`config.mk`:
```
export PLATFORM = sky130hd
export DESIGN_NAME = phase_slew_nco
export DESIGN_NICKNAME = d
export VERILOG_FILES = /design/src/rtl/psn_pkg.sv /design/src/rtl/psn_divider.sv /design/src/rtl/psn_slew_ctrl.sv /design/src/rtl/psn_phase_acc.sv /design/src/rtl/phase_slew_nco.sv
export SDC_FILE = /design/constraint.sdc
export NUM_CORES = 1
export LEC_CHECK = 0
export BUFFER_PORTS_ARGS = -buffer_cell sky130_fd_sc_hd__buf_2
export CAP_MARGIN = 10
export CORE_MARGIN = 5
export CORE_UTILIZATION = 40
export CTS_BUF_LIST = sky130_fd_sc_hd__clkbuf_4 sky130_fd_sc_hd__clkbuf_8
export DETAILED_ROUTE_END_ITERATION = 6
export PLACE_DENSITY = 0.57
export SYNTH_ARGS = -nofsm -noshare
export SYNTH_HDL_FRONTEND = slang
export SYNTH_SLANG_ARGS = --single-unit
```
`constraint.sdc`:
```
create_clock -name clk_i -period 7.72 [get_ports clk_i]
set_input_delay 0 -clock clk_i [delete_from_list [all_inputs] [get_ports clk_i]]
set_output_delay 0 -clock clk_i [all_outputs]
set_load 0.05 [all_outputs]
```
`src/rtl/psn_pkg.sv`:
```
package psn_pkg;
  typedef enum logic [1:0] {
    ST_IDLE = 2'd0,
    ST_DIV  = 2'd1,
    ST_SLEW = 2'd2
  } psn_state_e;
endpackage

```
`src/rtl/psn_divider.sv`:
```
// Restoring serial divider: one quotient bit per cycle, unsigned.
module psn_divider #(
  parameter int unsigned DVD_W = 32,
  parameter int unsigned DVS_W = 16,
  localparam int unsigned CNT_W = $clog2(DVD_W + 1)
) (
  input  logic             clk_i,
  input  logic             rst_ni,
  input  logic             start_i,
  input  logic [DVD_W-1:0] dividend_i,
  input  logic [DVS_W-1:0] divisor_i,
  output logic             valid_o,
  output logic [DVD_W-1:0] quo_o,
  output logic [DVS_W-1:0] rem_o
);
  logic [DVD_W-1:0] quo_q;
  logic [DVS_W-1:0] rem_q;
  logic [DVS_W-1:0] dvs_q;
  logic [CNT_W-1:0] cnt_q;
  logic             valid_q;
  logic [DVS_W:0]   shifted;
  logic             fits;

  assign shifted = {rem_q, quo_q[DVD_W-1]};
  assign fits    = shifted >= {1'b0, dvs_q};

  always_ff @(posedge clk_i or negedge rst_ni) begin
    if (!rst_ni) begin
      quo_q   <= '0;
      rem_q   <= '0;
      dvs_q   <= '0;
      cnt_q   <= '0;
      valid_q <= 1'b0;
    end else if (start_i) begin
      quo_q   <= dividend_i;
      rem_q   <= '0;
      dvs_q   <= divisor_i;
      cnt_q   <= CNT_W'(DVD_W);
      valid_q <= 1'b0;
    end else if (cnt_q != '0) begin
      if (fits) begin
        rem_q <= DVS_W'(shifted - {1'b0, dvs_q});
        quo_q <= {quo_q[DVD_W-2:0], 1'b1};
      end else begin
        rem_q <= shifted[DVS_W-1:0];
        quo_q <= {quo_q[DVD_W-2:0], 1'b0};
      end
      cnt_q   <= cnt_q - 1'b1;
      valid_q <= (cnt_q == CNT_W'(1));
    end else begin
      valid_q <= 1'b0;
    end
  end

  assign valid_o = valid_q;
  assign quo_o   = quo_q;
  assign rem_o   = rem_q;

  a_r4_rem_below_divisor: assert property (@(posedge clk_i) disable iff (!rst_ni)
    valid_o |-> (rem_o < dvs_q));
endmodule

```
`src/rtl/psn_slew_ctrl.sv`:
```
module psn_slew_ctrl
  import psn_pkg::*;
#(
  parameter int unsigned ACC_W = 32,
  parameter int unsigned AMT_W = 32,
  parameter int unsigned DUR_W = 16
) (
  input  logic                    clk_i,
  input  logic                    rst_ni,
  input  logic                    cmd_valid_i,
  input  logic signed [AMT_W-1:0] cmd_amount_i,
  input  logic [DUR_W-1:0]        cmd_cycles_i,
  output logic                    div_start_o,
  output logic [AMT_W-1:0]        div_mag_o,
  input  logic                    div_valid_i,
  input  logic [AMT_W-1:0]        div_quo_i,
  input  logic [DUR_W-1:0]        div_rem_i,
  output logic [ACC_W-1:0]        offset_o,
  output logic                    busy_o,
  output logic                    done_o,
  output logic                    reject_o
);
  psn_state_e       state_q;
  logic [DUR_W-1:0] left_q;
  logic [DUR_W-1:0] dur_q;
  logic             neg_q;
  logic [ACC_W-1:0] off_q;
  logic [ACC_W-1:0] off_last_q;
  logic             done_q;
  logic             rej_q;
  logic             idle;
  logic             zero_cmd;
  logic             accept;
  logic [ACC_W-1:0] q_ext;
  logic [ACC_W-1:0] r_ext;
  logic [ACC_W-1:0] q_sgn;
  logic [ACC_W-1:0] r_sgn;

  assign idle        = (state_q == ST_IDLE);
  assign zero_cmd    = (cmd_amount_i == '0) || (cmd_cycles_i == '0);
  assign accept      = cmd_valid_i && idle && !zero_cmd;
  assign div_start_o = accept;
  assign div_mag_o   = cmd_amount_i[AMT_W-1] ? AMT_W'(-cmd_amount_i) : AMT_W'(cmd_amount_i);

  assign q_ext = ACC_W'(div_quo_i);
  assign r_ext = ACC_W'(div_rem_i);
  assign q_sgn = neg_q ? (~q_ext + 1'b1) : q_ext;
  assign r_sgn = neg_q ? (~r_ext + 1'b1) : r_ext;

  always_ff @(posedge clk_i or negedge rst_ni) begin
    if (!rst_ni) begin
      state_q    <= ST_IDLE;
      left_q     <= '0;
      dur_q      <= '0;
      neg_q      <= 1'b0;
      off_q      <= '0;
      off_last_q <= '0;
      done_q     <= 1'b0;
      rej_q      <= 1'b0;
    end else begin
      done_q <= 1'b0;
      rej_q  <= cmd_valid_i && !idle;
      unique case (state_q)
        ST_IDLE: begin
          if (accept) begin
            state_q <= ST_DIV;
            dur_q   <= cmd_cycles_i;
            neg_q   <= cmd_amount_i[AMT_W-1];
          end else if (cmd_valid_i) begin
            done_q <= 1'b1;
          end
        end
        ST_DIV: begin
          if (div_valid_i) begin
            state_q    <= ST_SLEW;
            left_q     <= dur_q;
            off_q      <= q_sgn;
            off_last_q <= q_sgn + r_sgn;
          end
        end
        ST_SLEW: begin
          left_q <= left_q - 1'b1;
          if (left_q == DUR_W'(1)) begin
            state_q <= ST_IDLE;
            done_q  <= 1'b1;
          end
        end
        default: state_q <= ST_IDLE;
      endcase
    end
  end

  always_comb begin
    offset_o = '0;
    if (state_q == ST_SLEW) offset_o = (left_q == DUR_W'(1)) ? off_last_q : off_q;
  end

  assign busy_o   = !idle;
  assign done_o   = done_q;
  assign reject_o = rej_q;

  a_r3_slew_count_live: assert property (@(posedge clk_i) disable iff (!rst_ni)
    (state_q == ST_SLEW) |-> (left_q != '0));
  a_r6_done_single: assert property (@(posedge clk_i) disable iff (!rst_ni)
    done_o |=> !done_o);
endmodule

```
`src/rtl/psn_phase_acc.sv`:
```
module psn_phase_acc #(
  parameter int unsigned ACC_W = 32
) (
  input  logic             clk_i,
  input  logic             rst_ni,
  input  logic [ACC_W-1:0] ftw_i,
  output logic [ACC_W-1:0] phase_o
);
  always_ff @(posedge clk_i or negedge rst_ni) begin
    if (!rst_ni) phase_o <= '0;
    else         phase_o <= phase_o + ftw_i;  // modular wrap
  end
endmodule

```
`src/rtl/phase_slew_nco.sv`:
```
module phase_slew_nco #(
  parameter int unsigned ACC_W   = 32,
  parameter int unsigned AMT_W   = 32,
  parameter int unsigned DUR_W   = 16,
  parameter logic [ACC_W-1:0] NOM_FTW = 32'd214748365
) (
  input  logic                    clk_i,
  input  logic                    rst_ni,
  input  logic                    cmd_valid_i,
  input  logic signed [AMT_W-1:0] cmd_amount_i,
  input  logic [DUR_W-1:0]        cmd_cycles_i,
  output logic                    busy_o,
  output logic                    done_o,
  output logic                    cmd_reject_o,
  output logic [ACC_W-1:0]        ftw_o,
  output logic [ACC_W-1:0]        phase_o,
  output logic                    clk_out_o
);
  logic             div_start;
  logic [AMT_W-1:0] div_mag;
  logic             div_valid;
  logic [AMT_W-1:0] div_quo;
  logic [DUR_W-1:0] div_rem;
  logic [ACC_W-1:0] offset;

  psn_slew_ctrl #(.ACC_W(ACC_W), .AMT_W(AMT_W), .DUR_W(DUR_W)) u_ctrl (
    .clk_i        (clk_i),
    .rst_ni       (rst_ni),
    .cmd_valid_i  (cmd_valid_i),
    .cmd_amount_i (cmd_amount_i),
    .cmd_cycles_i (cmd_cycles_i),
    .div_start_o  (div_start),
    .div_mag_o    (div_mag),
    .div_valid_i  (div_valid),
    .div_quo_i    (div_quo),
    .div_rem_i    (div_rem),
    .offset_o     (offset),
    .busy_o       (busy_o),
    .done_o       (done_o),
    .reject_o     (cmd_reject_o)
  );

  psn_divider #(.DVD_W(AMT_W), .DVS_W(DUR_W)) u_div (
    .clk_i      (clk_i),
    .rst_ni     (rst_ni),
    .start_i    (div_start),
    .dividend_i (div_mag),
    .divisor_i  (cmd_cycles_i),
    .valid_o    (div_valid),
    .quo_o      (div_quo),
    .rem_o      (div_rem)
  );

  assign ftw_o = NOM_FTW + offset;

  psn_phase_acc #(.ACC_W(ACC_W)) u_acc (
    .clk_i   (clk_i),
    .rst_ni  (rst_ni),
    .ftw_i   (ftw_o),
    .phase_o (phase_o)
  );

  assign clk_out_o = phase_o[ACC_W-1];

  a_r2_idle_nominal: assert property (@(posedge clk_i) disable iff (!rst_ni)
    !busy_o |-> (ftw_o == NOM_FTW));
  a_r7_reject_pulse: assert property (@(posedge clk_i) disable iff (!rst_ni)
    (cmd_valid_i && busy_o) |=> cmd_reject_o);
  a_r6_done_when_free: assert property (@(posedge clk_i) disable iff (!rst_ni)
    done_o |-> !busy_o);
  a_r8_zero_cmd: assert property (@(posedge clk_i) disable iff (!rst_ni)
    (cmd_valid_i && !busy_o && (cmd_amount_i == '0 || cmd_cycles_i == '0))
      |=> (!busy_o && done_o));
endmodule

```
==> metrics.yaml <==
hp-class: "in -> reg"
syn_area_per_cell_um2: 8.14
row_count: 70
hold_viol_final: 0
p_sw_frac: 0.229
wl_met2_mm: 16.7
layout.cells.most_common: "nand2_1"
worst_pin_slew_ns: 1.02
synthArstFlopShare: 1.00
first_global_vias: 12836
synth-warning-count: 0
p_leak_uw: 0.00797
mappedNetlistArea_um2: 14700
grt_max_degree: 92
setup_viol: 0
diodes: 0
cp_num_buf_inv: 3
core-area_um2: 36400
critPathMaxFanout: 37
fin_crit_sh: 0.772
seq_area_frac_synth: 0.348
syn_nets: 1944
path_cells: "nor4_1, nand4_1, nor2_2, buf_4, mux2i_1, nand2b_1, inv_1, ha_1, inv_1, o31ai_1, a31o_2, xor2_1, ha_1, a21o_1, a21oi_1, nand2_1, o41a_1, o2111ai_1, a31oi_1, a221o_1, nand4_1, nand4b_1, a21oi_1, xnor2_1"
cts_sinks: 204
die_w_um: 201
drt-total-wl_mm: 40.5
p_total_uw: 2270
die_area_um2: 40600
internal_power_uw: 1750
endpoint_kind: "flop"
r2r_cells: 24
dr_total_vias: 13364
synth_ff_type: "dfrtp_1"
synth_cells: 1802
cpMaxStageDelayCell: "nor4_1"
path_clk_slew_ns: 0.06
layout_common_cells: "nand2_1, dfrtp_1, o21ai_0"
rsz0062_at_grt: "no"
pre_cts_ws_ns: 1.79
highest_layer: "met4"
wl_met3_mm: 2.00
drv_cap: 0
clock.fmax_ghz: 0.168
period_minus_slack_ns: 5.96
drt-met1-wl_mm: 20.6
cts_buffers: 38
status: "completed"
cp-start-kind: "flop"
worst_slack_ns: 1.76
clk_path_buf_depth: 3
synth_edf_count: 0
powerDensity_nw_per_um2: 133
grt_pass1_wl_mm: 66.5
finalSetupTns_ns: 0
worst_clock_skew_ns: 0.0400
dpl.hpwl_mm: 29.7
cts_root_buffer: "clkbuf_8"
nets: 2101
holdPathStages: 4
cts_tree: "done"
synth_cell_types: 75
p_seq_frac: 0.472
path_delay_family: "compound AO/OA/AOI/OAI gates"
routabilityCongestion: 0.886
layout-drive-gt1-share: 0.121
critical_path_arrival_ns: 6.44
slew_viol_final: 0
area_growth_syn_to_layout_pct: 16.4
final_antenna_net_count: 0
fillers: 3574
die_h_um: 201
pwr-share-comb: 0.043
power_switching_uw: 519
grt-ovfl-total: 0
initial_core_util: 0.402
grt_usage: 0.195
cp_num_cells: 24
cp.required_ns: 8.20
antenna_found_initial: 0
insertion_delay_ns: 0.57
dr.pass1.iters: 6
ys_ff_latch: 204
slowest_delay_ns: 0.62
ir_drop_mv: 0.0867
wl_per_cell_um: 16.5
ctsHtreeMaxLevel: 2
critPathKind: "reg -> reg"
power_frac_clock: 0.485
via_per_inst: 5.44
route.detailed.drc: 0
io-pin-count: 119
io_buffers: 118
slew_headroom: 0.323
dr.first_iter.drc_count: 975
## synthesized netlist by cell type (all sizes together) (4+ instances only)
library cell / instances / share of area
nor4: 15 / 0.0068
o221ai: 4 / 0.0024
o311ai: 4 / 0.0024
inv: 54 / 0.014
o21a: 13 / 0.0067
or4: 13 / 0.0074
and3: 21 / 0.0090
a221o: 6 / 0.0041
o211ai: 11 / 0.0056
or3: 27 / 0.012
ha: 88 / 0.075
o22ai: 4 / 0.0017
nor2b: 15 / 0.0064
xnor2: 114 / 0.069
a31o: 4 / 0.0024
xor2: 53 / 0.032
nand2: 392 / 0.10
nand3: 39 / 0.014
a21boi: 8 / 0.0041
a21oi: 114 / 0.039
clkbuf: 62 / 0.017
nand4: 12 / 0.0051
o31a: 4 / 0.0026
o21ai: 144 / 0.049
nor2: 102 / 0.026
o41ai: 8 / 0.0048
a21o: 30 / 0.015
o21bai: 9 / 0.0046
a311oi: 4 / 0.0024
dfrtp: 204 / 0.35
a211oi: 21 / 0.011
o31ai: 32 / 0.017
a31oi: 34 / 0.015
buf: 11 / 0.0038
or2: 19 / 0.0081
mux2i: 18 / 0.012
nand2b: 21 / 0.0090
nor3: 33 / 0.012
## state kept, by name (all words and copies together), names as in the netlist
name	flops
u_ctrl.state_q	2
u_ctrl.reject_o	1
u_ctrl.done_o	1
u_ctrl.left_q	16
u_ctrl.off_q	32
u_div.valid_o	1
u_div.cnt_q	6
u_div.quo_o	32
u_div.rem_o	16
u_acc.phase_o	32
u_ctrl.neg_q	1
u_ctrl.off_last_q	32
u_ctrl.dur_q	16
u_div.dvs_q	16
## final timing paths
path                                   from               endpoint  slack (ns)
hold / removal             cmd_amount_i[31]         u_div.quo_o[1]        0.06
min in group asynchronous            rst_ni        u_div.quo_o[13]        0.44
max in group asynchronous            rst_ni  u_ctrl.off_last_q[21]        5.96
setup reg to reg           u_ctrl.left_q[6]      u_acc.phase_o[30]        1.76
hold reg to reg            u_ctrl.dur_q[10]      u_ctrl.left_q[10]        0.47
setup / recovery           u_ctrl.left_q[6]      u_acc.phase_o[30]        1.76
## tightest hold or removal path, cell delays in order
cell	delay, ns
buf_2	0.26
nand2_1	0.13
o211a_1	0.14
a31oi_1	0.04
## metrics by stage
step	cells	utilization	hold slack [ns]	area (um2)
floorplan	1802	-	-0.296	14700
global placement	2328	0.430	0.0251	15700
detailed placement	2328	0.430	0.0264	15700
CTS	2455	0.468	0.0120	17100
global route	2455	0.468	0.0735	17100
finish	2455	0.468	0.0602	17100
## power groups by stage
stage / logic, uW / registers, uW / clock network [uW]
final: 97.9 / 1070 / 1100
after global routing: 110 / 1070 / 1180
after CTS: 98.8 / 1070 / 1140
after detailed placement: 71.8 / 1090 / 0
after global placement: 71.4 / 1090 / 0
after floorplan: 22.9 / 1090 / 0
## routing by layer
metal  vias to the layer above  global-route usage
met3                        92              0.0301
met4                         0              0.0637
met1                      6232               0.292
met2                       352               0.287
met5                         -                   0
li1                       6688                   -
## area by class of cell
class	instances	area, um2	area share
multi-input combinational	1471	9070	0.532
sequential	204	5100	0.299
timing repair buffer	190	1300	0.0761
clock buffer	65	776	0.0455
tap	468	586	0.0343
inverter	54	203	0.0119
clock inverter	3	23.8	0.00139
## cells by family after synthesis
logic type	Yosys count	synth area share
compound gates	471	0.200
xor+xnor	168	0.102
fa+ha+maj	91	0.0792
buf+inv	127	0.0341
flops	204	0.348
mux	19	0.0131
simple gates	722	0.223
## what timing repair did
| item | 4_1_cts | 5_1_grt |
|---|---|---|
| resized for setup | 0 | 0 |
| hold buffers | 59 | 0 |
| setup buffers | 0 | 0 |
| endpoints found under the hold margin | 127 | 0 |
(Power assumes the default switching activity.)
